===== config.mk =====
export PLATFORM = sky130hd
export DESIGN_NAME = byte_dma_engine
export DESIGN_NICKNAME = d
export VERILOG_FILES = /design/src/rtl/bdma_pkg.sv /design/src/rtl/bdma_cfg.sv /design/src/rtl/bdma_susp.sv /design/src/rtl/bdma_xfer.sv /design/src/rtl/bdma_irq.sv /design/src/rtl/byte_dma_engine.sv
export SDC_FILE = /design/constraint.sdc
export NUM_CORES = 1
export LEC_CHECK = 0
export ABC_AREA = 0
export BUFFER_PORTS_ARGS = -buffer_cell sky130_fd_sc_hd__clkbuf_2
export CORE_ASPECT_RATIO = 1.1
export CORE_MARGIN = 4
export CORE_UTILIZATION = 64
export CTS_BUF_LIST = sky130_fd_sc_hd__clkbuf_2 sky130_fd_sc_hd__clkbuf_4 sky130_fd_sc_hd__clkbuf_8
export DETAILED_ROUTE_END_ITERATION = 16
export GPL_TIMING_DRIVEN = 1
export HOLD_SLACK_MARGIN = 0.06
export MAX_ROUTING_LAYER = met4
export PLACE_DENSITY = 0.85
export SYNTH_ARGS = -nofsm -noshare
export SYNTH_HDL_FRONTEND = slang
export SYNTH_SLANG_ARGS = --single-unit

===== constraint.sdc =====
create_clock -name clk -period 4.7 [get_ports clk]
set_input_delay 0.47 -clock clk [delete_from_list [all_inputs] [get_ports clk]]
set_output_delay 0.47 -clock clk [all_outputs]
set_load 0.03 [all_outputs]

===== src/rtl/bdma_pkg.sv =====
package bdma_pkg;
  localparam logic [2:0] RA_SRC    = 3'd0;
  localparam logic [2:0] RA_DST    = 3'd1;
  localparam logic [2:0] RA_LEN    = 3'd2;
  localparam logic [2:0] RA_CTRL   = 3'd3;
  localparam logic [2:0] RA_MASK   = 3'd4;
  localparam logic [2:0] RA_SUSP   = 3'd5;
  localparam int CTRL_START_BIT    = 0;
  localparam int CTRL_ACK_BIT      = 1;
  localparam int SUSP_HOLD_BIT     = 16;
endpackage


===== src/rtl/bdma_cfg.sv =====
module bdma_cfg
  import bdma_pkg::*;
#(
  parameter int ADDR_W = 24,
  parameter int LEN_W  = 16,
  parameter int SUSP_W = 16
) (
  input  logic              clk,
  input  logic              rst,
  input  logic              we_i,
  input  logic [2:0]        addr_i,
  input  logic [ADDR_W-1:0] wdata_i,
  output logic [ADDR_W-1:0] src_o,
  output logic [ADDR_W-1:0] dst_o,
  output logic [LEN_W-1:0]  len_o,
  output logic              mask_o,
  output logic              start_o,
  output logic              ack_o,
  output logic              susp_wr_o,
  output logic              susp_hold_o,
  output logic [SUSP_W-1:0] susp_cnt_o
);
  logic [ADDR_W-1:0] src_q, dst_q;
  logic [LEN_W-1:0]  len_q;
  logic              mask_q;

  always_ff @(posedge clk) begin
    if (rst) begin
      src_q  <= '0;
      dst_q  <= '0;
      len_q  <= '0;
      mask_q <= 1'b0;
    end else if (we_i) begin
      case (addr_i)
        RA_SRC:  src_q  <= wdata_i;
        RA_DST:  dst_q  <= wdata_i;
        RA_LEN:  len_q  <= wdata_i[LEN_W-1:0];
        RA_MASK: mask_q <= wdata_i[0];
        default: ;
      endcase
    end
  end

  assign src_o       = src_q;
  assign dst_o       = dst_q;
  assign len_o       = len_q;
  assign mask_o      = mask_q;
  assign start_o     = we_i && (addr_i == RA_CTRL) && wdata_i[CTRL_START_BIT];
  assign ack_o       = we_i && (addr_i == RA_CTRL) && wdata_i[CTRL_ACK_BIT];
  assign susp_wr_o   = we_i && (addr_i == RA_SUSP);
  assign susp_hold_o = wdata_i[SUSP_HOLD_BIT];
  assign susp_cnt_o  = wdata_i[SUSP_W-1:0];

  // a source write lands in the source setting
  a_r10_src_write: assert property (@(posedge clk) disable iff (rst)
    (we_i && addr_i == RA_SRC) |=> (src_q == $past(wdata_i)));
  // a count write lands in the count setting
  a_r10_len_write: assert property (@(posedge clk) disable iff (rst)
    (we_i && addr_i == RA_LEN) |=> (len_q == $past(wdata_i[LEN_W-1:0])));
endmodule


===== src/rtl/bdma_susp.sv =====
module bdma_susp #(
  parameter int SUSP_W = 16
) (
  input  logic              clk,
  input  logic              rst,
  input  logic              wr_i,
  input  logic              hold_i,
  input  logic [SUSP_W-1:0] cnt_i,
  output logic              stall_o
);
  logic              hold_q;
  logic [SUSP_W-1:0] cnt_q;

  always_ff @(posedge clk) begin
    if (rst) begin
      hold_q <= 1'b0;
      cnt_q  <= '0;
    end else if (wr_i) begin
      hold_q <= hold_i;
      cnt_q  <= hold_i ? cnt_i : '0;
    end else if (hold_q && cnt_q != '0) begin
      cnt_q <= cnt_q - SUSP_W'(1);
      if (cnt_q == SUSP_W'(1)) hold_q <= 1'b0;
    end
  end

  assign stall_o = hold_q;

  // a counted freeze ends when its count runs out
  a_r8_count_expires: assert property (@(posedge clk) disable iff (rst)
    (hold_q && cnt_q == SUSP_W'(1) && !wr_i) |=> !hold_q);
  // a freeze with zero count persists until released
  a_r8_hold_persists: assert property (@(posedge clk) disable iff (rst)
    (hold_q && cnt_q == '0 && !wr_i) |=> hold_q);
endmodule


===== src/rtl/bdma_xfer.sv =====
module bdma_xfer #(
  parameter int ADDR_W = 24,
  parameter int LEN_W  = 16
) (
  input  logic              clk,
  input  logic              rst,
  input  logic              start_i,
  input  logic              stall_i,
  input  logic [ADDR_W-1:0] src_i,
  input  logic [ADDR_W-1:0] dst_i,
  input  logic [LEN_W-1:0]  len_i,
  output logic              active_o,
  output logic [ADDR_W-1:0] rd_addr_o,
  output logic [ADDR_W-1:0] wr_addr_o,
  output logic              wr_en_o
);
  logic              active_q;
  logic [ADDR_W-1:0] rd_q, wr_q;
  logic [LEN_W-1:0]  rem_q;
  logic              step;

  assign step = active_q && !stall_i && (rem_q != '0);

  always_ff @(posedge clk) begin
    if (rst) begin
      active_q <= 1'b0;
      rd_q     <= '0;
      wr_q     <= '0;
      rem_q    <= '0;
    end else if (start_i && !active_q) begin
      active_q <= 1'b1;
      rd_q     <= src_i;
      wr_q     <= dst_i;
      rem_q    <= len_i;
    end else if (active_q && !stall_i) begin
      if (rem_q == '0) begin
        active_q <= 1'b0;
      end else begin
        rd_q  <= rd_q + ADDR_W'(1);
        wr_q  <= wr_q + ADDR_W'(1);
        rem_q <= rem_q - LEN_W'(1);
        if (rem_q == LEN_W'(1)) active_q <= 1'b0;
      end
    end
  end

  assign active_o  = active_q;
  assign rd_addr_o = rd_q;
  assign wr_addr_o = wr_q;
  assign wr_en_o   = step;

  // the last byte ends the copy
  a_r2_last_byte_ends: assert property (@(posedge clk) disable iff (rst)
    (active_q && !stall_i && rem_q == LEN_W'(1)) |=> !active_q);
  // consecutive bytes use ascending addresses
  a_r2_ascending: assert property (@(posedge clk) disable iff (rst)
    (step && !start_i) |=> (rd_q == $past(rd_q) + ADDR_W'(1)) && (wr_q == $past(wr_q) + ADDR_W'(1)));
  // frozen or re-started copy keeps its counters
  a_r8_frozen: assert property (@(posedge clk) disable iff (rst)
    (active_q && stall_i) |=> active_q && $stable(rd_q) && $stable(rem_q));
endmodule


===== src/rtl/bdma_irq.sv =====
module bdma_irq (
  input  logic clk,
  input  logic rst,
  input  logic busy_i,
  input  logic stall_i,
  input  logic ack_i,
  input  logic mask_i,
  output logic pending_o,
  output logic irq_o
);
  logic busy_prev_q, pend_q, set_evt;

  assign set_evt = !stall_i && busy_prev_q && !busy_i;

  always_ff @(posedge clk) begin
    if (rst) begin
      busy_prev_q <= 1'b0;
      pend_q      <= 1'b0;
    end else begin
      if (!stall_i) busy_prev_q <= busy_i;
      if (ack_i)        pend_q <= 1'b0;
      else if (set_evt) pend_q <= 1'b1;
    end
  end

  assign pending_o = pend_q;
  assign irq_o     = pend_q && !mask_i;

  // pending is sticky until acknowledged
  a_r5_sticky: assert property (@(posedge clk) disable iff (rst)
    (pend_q && !ack_i) |=> pend_q);
  // a busy falling edge sets pending
  a_r5_edge_sets: assert property (@(posedge clk) disable iff (rst)
    (set_evt && !ack_i) |=> pend_q);
  // acknowledge clears, even against a set
  a_r7_ack_wins: assert property (@(posedge clk) disable iff (rst)
    ack_i |=> !pend_q);
endmodule


===== src/rtl/byte_dma_engine.sv =====
module byte_dma_engine #(
  parameter int ADDR_W = 24,
  parameter int LEN_W  = 16,
  parameter int DATA_W = 8
) (
  input  logic              clk,
  input  logic              rst,
  input  logic              reg_we,
  input  logic [2:0]        reg_addr,
  input  logic [ADDR_W-1:0] reg_wdata,
  input  logic              cache_loading_i,
  output logic [ADDR_W-1:0] mem_rd_addr,
  input  logic [DATA_W-1:0] mem_rd_data,
  output logic              mem_wr_en,
  output logic [ADDR_W-1:0] mem_wr_addr,
  output logic [DATA_W-1:0] mem_wr_data,
  output logic              busy_o,
  output logic              irq_pending_o,
  output logic              irq_o
);
  localparam int SUSP_W = 16;

  logic [ADDR_W-1:0] src_cfg, dst_cfg;
  logic [LEN_W-1:0]  len_cfg;
  logic              mask_cfg, start_req, ack_req;
  logic              susp_wr, susp_hold, stall, active;
  logic [SUSP_W-1:0] susp_cnt;

  bdma_cfg #(.ADDR_W(ADDR_W), .LEN_W(LEN_W), .SUSP_W(SUSP_W)) cfg_i (
    .clk(clk), .rst(rst), .we_i(reg_we), .addr_i(reg_addr), .wdata_i(reg_wdata),
    .src_o(src_cfg), .dst_o(dst_cfg), .len_o(len_cfg), .mask_o(mask_cfg),
    .start_o(start_req), .ack_o(ack_req), .susp_wr_o(susp_wr),
    .susp_hold_o(susp_hold), .susp_cnt_o(susp_cnt)
  );

  bdma_susp #(.SUSP_W(SUSP_W)) susp_i (
    .clk(clk), .rst(rst), .wr_i(susp_wr), .hold_i(susp_hold), .cnt_i(susp_cnt),
    .stall_o(stall)
  );

  bdma_xfer #(.ADDR_W(ADDR_W), .LEN_W(LEN_W)) xfer_i (
    .clk(clk), .rst(rst), .start_i(start_req), .stall_i(stall),
    .src_i(src_cfg), .dst_i(dst_cfg), .len_i(len_cfg),
    .active_o(active), .rd_addr_o(mem_rd_addr), .wr_addr_o(mem_wr_addr),
    .wr_en_o(mem_wr_en)
  );

  assign busy_o      = active || cache_loading_i;
  assign mem_wr_data = mem_rd_data;

  bdma_irq irq_i (
    .clk(clk), .rst(rst), .busy_i(busy_o), .stall_i(stall), .ack_i(ack_req),
    .mask_i(mask_cfg), .pending_o(irq_pending_o), .irq_o(irq_o)
  );

  // the interrupt line never rises without pending
  a_r6_irq_needs_pending: assert property (@(posedge clk) disable iff (rst)
    irq_o |-> irq_pending_o);
  // a write only happens while busy
  a_r2_write_while_busy: assert property (@(posedge clk) disable iff (rst)
    mem_wr_en |-> busy_o);
endmodule


* Word level (Yosys, flattened, before mapping)
Index checks and enable logic that the tools add are counted.
** Cells by class
- $add $sub $neg :: 4
- Reduce and logical (&&, ||, !) cells :: 32
- Eq/ne operators :: 8
- Muxes and demuxes :: 19
** Operators by type and width (number)
- 24-bit 2-to-1 mux :: 6
- 16-bit 2-to-1 mux :: 6
- 24-bit by 1-bit adder with 24-bit output (second input constant) :: 2
- 16-bit by 1-bit equality test with 1-bit output (second input constant) :: 2
- 16-bit nonzero test :: 2
- 16-bit by 1-bit subtractor with 16-bit output (second input constant) :: 2
- 16-bit zero test :: 1
- 2-bit AND reduction :: 7
- 1-bit logical AND :: 11
- 1-bit 2-to-1 mux :: 7
- 3-bit by 2-bit equality test with 1-bit output (second input constant) :: 2
- 3-bit equality test (second input constant) :: 2
- 2-bit nonzero test :: 3
- 1-bit zero test :: 4
- 3-bit by 1-bit equality test with 1-bit output (second input constant) :: 1
- 3-bit zero test :: 1
- 3-bit nonzero test :: 1
- 2-bit by 1-bit != test with 1-bit output (second input constant) :: 1
- 2-bit OR reduction :: 1
- 1-bit logical OR :: 1
** Storage, ports and cells
- Register bits after elaboration :: 149
- Output and inout port bits :: 60
- Input bits :: 39

* Logic depth before layout (Yosys ltp)
Gate-level depths: netlist of the first run.
- Depth after elaboration :: 6
- Mapped depth :: 10

* Hierarchy
From an unflattened synthesis of the first run, not the netlist that was laid out.
** Unflattened totals
- Cells, all modules :: 880
- Area, all modules :: 7856.3 um^2
** By module, submodules not included
- bdma_xfer :: instances 1, cells each 450, area an instance 3678.5 um^2
- bdma_cfg :: instances 1, cells each 263, area an instance 2829.0 um^2
- bdma_susp :: instances 1, cells each 150, area an instance 1198.6 um^2
- bdma_irq :: instances 1, cells each 8, area an instance 83.8 um^2
- byte_dma_engine :: instances 1, cells each 9, area an instance 66.3 um^2

* Worst setup path before layout of the first run
No wires, ideal clock.
- Path type :: register -> output
- From :: reg xfer_i.rem_q[0]
- To :: out mem_wr_en
- Arrival :: 2.041 ns
- Buffers on the path :: 2
- Data required time :: 4.230 ns
- Path slack :: 2.189 ns
- Stages on the path, launching flop included :: 9
- Cell sequence :: dfxtp_1 inv_1 ha_1 or4b_1 or4_4 buf_6 nand2_4 inv_4 buf_2
** On the way
- Word-level cells in the longest chain between the ends :: 2
** Ends and longest elaborated chain
- from (decl) :: line bdma_xfer.sv:19 : logic [LEN_W-1:0] rem_q;
- from (signal assigned) :: line bdma_xfer.sv:34 : rem_q <= len_i;
- from (signal assigned) :: line bdma_xfer.sv:41 : rem_q <= rem_q - LEN_W'(1);
- 16-bit nonzero test :: line bdma_xfer.sv:22 : assign step = active_q && !stall_i && (rem_q != '0);
- 1-bit logical AND :: line bdma_xfer.sv:22
- to (decl) :: line byte_dma_engine.sv:14 : output logic mem_wr_en,
Every way passes these cells.

* Final worst setup path of the first run
Ends and elaborated chain as after synthesis.

==> flow_metrics.tcl, run 1 <==
set metrics [dict create \
    yosysTopAreaCellShare 0.416 \
    fin_skew_ns 0.0140 \
    worst_ep_required_time_ns 4.23 \
    crit_start "xfer_i.rem_q[0]" \
    netlist_area_mm2 0.00717 \
    gp_congestion 0.943 \
    vias_per_cell 6.46 \
    critPathSlowestCell "or4_4" \
    hpwlAfterDp_mm 13.0 \
    wl_mm 20.4 \
    synth_area_per_cell_um2 7.92 \
    die_h_um 119 \
    path_class "reg -> out" \
    wl_met2_mm 9.63 \
    core_mm2 0.0110 \
    final_net_count 991 \
    path_max_fanout 18 \
    post-route-period-util 0.718 \
    drt-met1-wl_mm 8.41 \
    synthCells 906 \
    rows 40 \
    final_util 0.725 \
    min_to "cfg_i.dst_o[21]" \
    ys.flop_type "dfxtp_1" \
    num_io_pins 99 \
    wl_met3_mm 1.77 \
    clockRootBuffer "clkbuf_8" \
    startpoint_type "flop" \
    portBuffers 82 \
    crit_chain "inv_1 > ha_1 > or4b_1 > or4_4 > nand2_4 > inv_4 > clkbuf_2" \
    ys_async_sr_fraction 0 \
    ys_types 70 \
    drv_slew 0 \
    dieArea_mm2 0.0130 \
    worst_pin_slew_ns 1.17 \
    ys_warn_count 0 \
    seq_area_frac_synth 0.416 \
    antenna_found_initial 0 \
    drt_iter0_markers 791 \
    cts_setup_buffers 0 \
    drt-pass1-iter-count 6 \
    layout-drive-gt1-share 0.152 \
    p_total_mw 2.53 \
    reg2reg_to "xfer_i.rd_addr_o[2]" \
    syn2layout_area_growth_pct 10.9 \
    stdcell_count 1106 \
    cts.htree.levels 4 \
    synth.largest_area_cell "dfxtp_1" \
    synth_area_leaders "dfxtp_1 (42%), nand2_1 (10%), a21oi_1 (8.0%), clkbuf_1 (2.7%), o211ai_1 (2.6%)" \
    antenna_cells 0 \
    track_usage 0.324 \
    min_period_ns 3.37 \
    p_leak_nw 2.72 \
    ant_nets 0 \
    yosys-top-cells-count "nand2_1 (191), dfxtp_1 (149), a21oi_1 (114)" \
    drc 0 \
    hold_viol_final 0 \
    cp-end-kind "primary output" \
    ir_drop_uv 252 \
    rsz0062_at_grt "no" \
    arrival_ns 2.90 \
    wl_per_cell_um 18.4 \
    cts.repair.resized 0 \
    synth_edf_count 0 \
    tns_ns 0 \
    max_stage_delay_ns 0.64 \
    min-delay-start "reg_wdata[21]" \
    dp.cells 1074 \
    start_util 0.654 \
    min_path_cells 3 \
    syn_nets 951 \
    ys_ff_latch 149 \
    max_freq_ghz 0.296 \
    cts_buffer_depth 2 \
    powerDensity_mw_per_mm2 318 \
    cts_buffers 17 \
    cts_tree "built" \
    vias 7146 \
    outcome "complete, no violations" \
    drv_cap 0 \
    top_layer "met4" \
    grt_pass1_wl_mm 32.5 \
    grt_pass1_vias 6445 \
    min_path_type "in -> reg" \
    overflow 0 \
    reg2reg_from "xfer_i.rem_q[0]" \
    rrSetupSlack_ns 1.78 \
    cts_hold_buf 0 \
    relSlewSlack 0.220 \
    path_clk_slew_ns 0.08 \
    yosysMostFrequentCell "nand2_1" \
    clock-sinks 149 \
    setup_viol 0 \
    ff2ff_path_depth 7 \
    grt_max_degree 84 \
    clock_latency_ns 0.45 \
    fp.dieW_um 109 \
]
## cell type report
class,instances,area (µm²)
sequential,149,2980
fill,916,3010
tap,147,184
timing repair buffer,90,473
inverter,19,73.8
clock buffer,21,277
multi-input combinational,669,3810
clock inverter,11,151
## worst max-delay path: cells and delay by family (launching register included)
kind                     cells  cell delay (ns)
AND/OR/NAND/NOR              3             1.37
buffers and inverters        3             0.47
flip-flops                   1             0.34
adder cells (fa/ha/maj)      1             0.28
## worst max path at each step
stage,end,slack (ns),cells past startpoint
2_1_floorplan,mem_wr_en,2.19,8
3_3_place_gp,mem_wr_en,1.92,7
3_5_place_dp,mem_wr_en,1.85,7
4_1_cts,mem_wr_en,1.36,7
5_1_grt,mem_wr_en,1.22,7
6_report,mem_wr_en,1.33,7
## state kept, by name, indices dropped and copies added (netlist names), 16 cells and up
signal / count
xfer_i.rem_q: 16
cfg_i.len_o: 16
xfer_i.rd_addr_o: 24
xfer_i.wr_addr_o: 24
cfg_i.src_o: 24
susp_i.cnt_q: 16
cfg_i.dst_o: 24
## cell usage in the layout (no fill, tap or decap), types with 4 or more instances in the layout
cell	instances
xnor2_1	4
nor3_1	26
o22ai_1	5
or3_1	30
or3b_2	5
a211oi_1	7
nand2b_1	7
a32oi_1	8
a31oi_1	28
o211ai_1	25
nor3b_1	7
dfxtp_1	149
or4_1	11
o21ai_0	14
o311ai_0	8
ha_1	6
a211o_1	4
nand3_1	25
a311oi_1	7
o21ai_1	4
clkinvlp_4	4
buf_4	9
clkbuf_8	19
nor4_1	13
a22oi_1	5
clkbuf_2	81
o31a_1	6
inv_1	18
nand2_1	191
and3_1	8
nand4_1	13
a21oi_1	114
nor2_1	29
## metal layers
layer,track usage,up-vias
met5,-,-
met4,0.121,0
met3,0.0678,50
met2,0.498,364
met1,0.420,3342
li1,-,3390
## where the power goes
| part | total [mW] | internal, mW | switching [mW] |
|---|---|---|---|
| Combinational | 0.176 | 0.0509 | 0.125 |
| Sequential | 1.30 | 1.28 | 0.0157 |
| Clock | 1.06 | 0.566 | 0.493 |
| Total | 2.53 | 1.90 | 0.634 |
## kinds of logic after synthesis
logic type                 synth area share
and+or+nand+nor                       0.273
AOI/OAI and AO/OA                     0.233
DFF                                   0.416
buffers and inverters                0.0558
adders and majority gates            0.0105
xor gates and xnor gates            0.00611
muxes                               0.00576
## through the flow
stage | setup slack [ns] | hold slack, ns | area, µm²
after floorplan | 2.19 | 0.432 | 7170
after global placement | 1.92 | 0.440 | 7520
after detailed placement | 1.85 | 0.445 | 7520
after CTS | 1.36 | 0.240 | 7950
after global routing | 1.22 | 0.238 | 7950
final | 1.33 | 0.246 | 7950
(Power assumes the default switching activity.)
==> inputs of run 2 (changes only) <==
--- a/config.mk
+++ b/config.mk
@@ -9,13 +9,13 @@
 export BUFFER_PORTS_ARGS = -buffer_cell sky130_fd_sc_hd__clkbuf_2
 export CORE_ASPECT_RATIO = 1.1
 export CORE_MARGIN = 4
-export CORE_UTILIZATION = 64
+export CORE_UTILIZATION = 54
 export CTS_BUF_LIST = sky130_fd_sc_hd__clkbuf_2 sky130_fd_sc_hd__clkbuf_4 sky130_fd_sc_hd__clkbuf_8
 export DETAILED_ROUTE_END_ITERATION = 16
 export GPL_TIMING_DRIVEN = 1
 export HOLD_SLACK_MARGIN = 0.06
 export MAX_ROUTING_LAYER = met4
-export PLACE_DENSITY = 0.85
+export PLACE_DENSITY = 0.76
 export SYNTH_ARGS = -nofsm -noshare
 export SYNTH_HDL_FRONTEND = slang
 export SYNTH_SLANG_ARGS = --single-unit
==> constraint.sdc (replaced) <==
create_clock -name clk -period 2.87 [get_ports clk]
set_input_delay 0.287 -clock clk [delete_from_list [all_inputs] [get_ports clk]]
set_output_delay 0.287 -clock clk [all_outputs]
set_load 0.03 [all_outputs]
==> flow_metrics.tcl, run 2 (synthesized netlist as in run 1, its figures left out) <==
set metrics [dict create \
    wl_per_cell_um 17.8 \
    clockRootBuffer "clkbuf_8" \
    holdWs_ns 0.107 \
    worst_pin_slew_ns 1.08 \
    worst_ep_required_time_ns 2.58 \
    layout-drive-gt1-share 0.163 \
    drc 0 \
    dpl_cell_area_mm2 0.00768 \
    cts_buffer_depth 2 \
    final_util 0.638 \
    drv_cap 0 \
    clock-sinks 149 \
    max_stage_delay_ns 0.56 \
    drt_iter0_markers 801 \
    min_path_type "in -> reg" \
    setup_viol 0 \
    path_buf_inv 3 \
    grt_pass1_vias 6498 \
    dieArea_mm2 0.0152 \
    post-route-period-util 0.965 \
    overflow 0 \
    crit_family "simple AND/OR/NAND/NOR gates" \
    hold_viol_final 0 \
    max_freq_ghz 0.361 \
    fin_ws_ns 0.100 \
    p_leak_nw 2.83 \
    hpwlAfterDp_mm 13.6 \
    syn2layout_area_growth_pct 13.9 \
    layout_common_cells "nand2_1 (191), dfxtp_1 (149), a21oi_1 (114), clkbuf_2 (80), or3_1 (30)" \
    fin_skew_ns 0.0116 \
    cp-end-kind "primary output" \
    num_io_pins 99 \
    grt_pass1_wl_mm 32.9 \
    min_period_ns 2.77 \
    wl_mm 20.2 \
    powerDensity_mw_per_mm2 512 \
    drt-pass1-iter-count 5 \
    crit_chain "inv_2 > ha_1 > or4b_1 > or4_4 > nand2_4 > inv_4 > clkbuf_4" \
    cts_buffers 17 \
    cts.htree.levels 4 \
    vias 7019 \
    relSlewSlack 0.280 \
    vias_per_cell 6.20 \
    outcome "complete, no violations" \
    portBuffers 82 \
    antenna_found_initial 0 \
    pre_cts_ws_ns 0.299 \
    path_class "reg -> out" \
    path_max_fanout 18 \
    start_util 0.560 \
    rows 43 \
    core_mm2 0.0128 \
    track_usage 0.276 \
    die_h_um 129 \
    fp.dieW_um 118 \
    ant_nets 0 \
    path_clk_slew_ns 0.07 \
    startpoint_type "flop" \
    gp_congestion 0.953 \
    arrival_ns 2.48 \
    antenna_cells 0 \
    clock_latency_ns 0.46 \
    cts_tree "built" \
    post-route-cell-area_mm2 0.00817 \
    final_net_count 1008 \
    drv_slew 0 \
    critPathSlowestCell "or4_4" \
    final_common_cell "nand2_1" \
    tns_ns 0 \
    ir_drop_uv 315 \
    rsz0062_at_grt "no" \
    grt_max_degree 105 \
]
[run 2: area by class of cell]
cell class | count | area (µm²)
Fill cell | 1153 | 4640
Sequential cell | 149 | 2980
Tap cell | 157 | 196
Inverter | 19 | 73.8
Clock inverter | 10 | 155
Clock buffer | 21 | 270
Timing Repair Buffer | 107 | 678
Multi-Input combinational cell | 669 | 3810
[run 2: through the flow]
| stage | cells | total power [mW] |
|---|---|---|
| 3_5_place_dp | 1095 | 2.46 |
| 5_1_grt | 1132 | 4.34 |
| 2_1_floorplan | 906 | 2.37 |
| 6_report | 1132 | 4.18 |
| 4_1_cts | 1132 | 4.20 |
| 3_3_place_gp | 1095 | 2.46 |
[run 2: worst paths after layout]
check,from,to,cells after the start,slack [ns]
hold / removal,reg_wdata[21],cfg_i.dst_o[21],3,0.11
setup / recovery,xfer_i.rem_q[0],mem_wr_en,7,0.10
hold reg to reg,cfg_i.dst_o[20],cfg_i.dst_o[20],2,0.46
setup reg to reg,xfer_i.rem_q[0],xfer_i.rd_addr_o[11],8,0.24
[run 2: where the power goes]
group	switching, mW	internal (mW)
combinational	0.197	0.103
sequential	0.0258	2.10
clock	0.767	0.987
[run 2: what timing repair did]
item / in CTS / in global routing
hold buffers: 5 / 0
setup endpoints to repair: 1 / 1
pin swaps: 1 / 0
hold endpoints to repair: 9 / 0
setup buffers: 1 / 0
resized for setup: 0 / 4
[run 2: layer usage]
layer  vias to the layer above  GRT usage  wire (µm)
li1                       3426          -          -
met1                      3271      0.355       8830
met2                       292      0.428       9410
met3                        30     0.0703       1610
met4                         0     0.0910        323
met5                         -          -          0
[run 2: worst min-delay path: stages]
cell,delay [ns]
clkbuf_2,0.11
nand2_1,0.06
a21oi_1,0.05
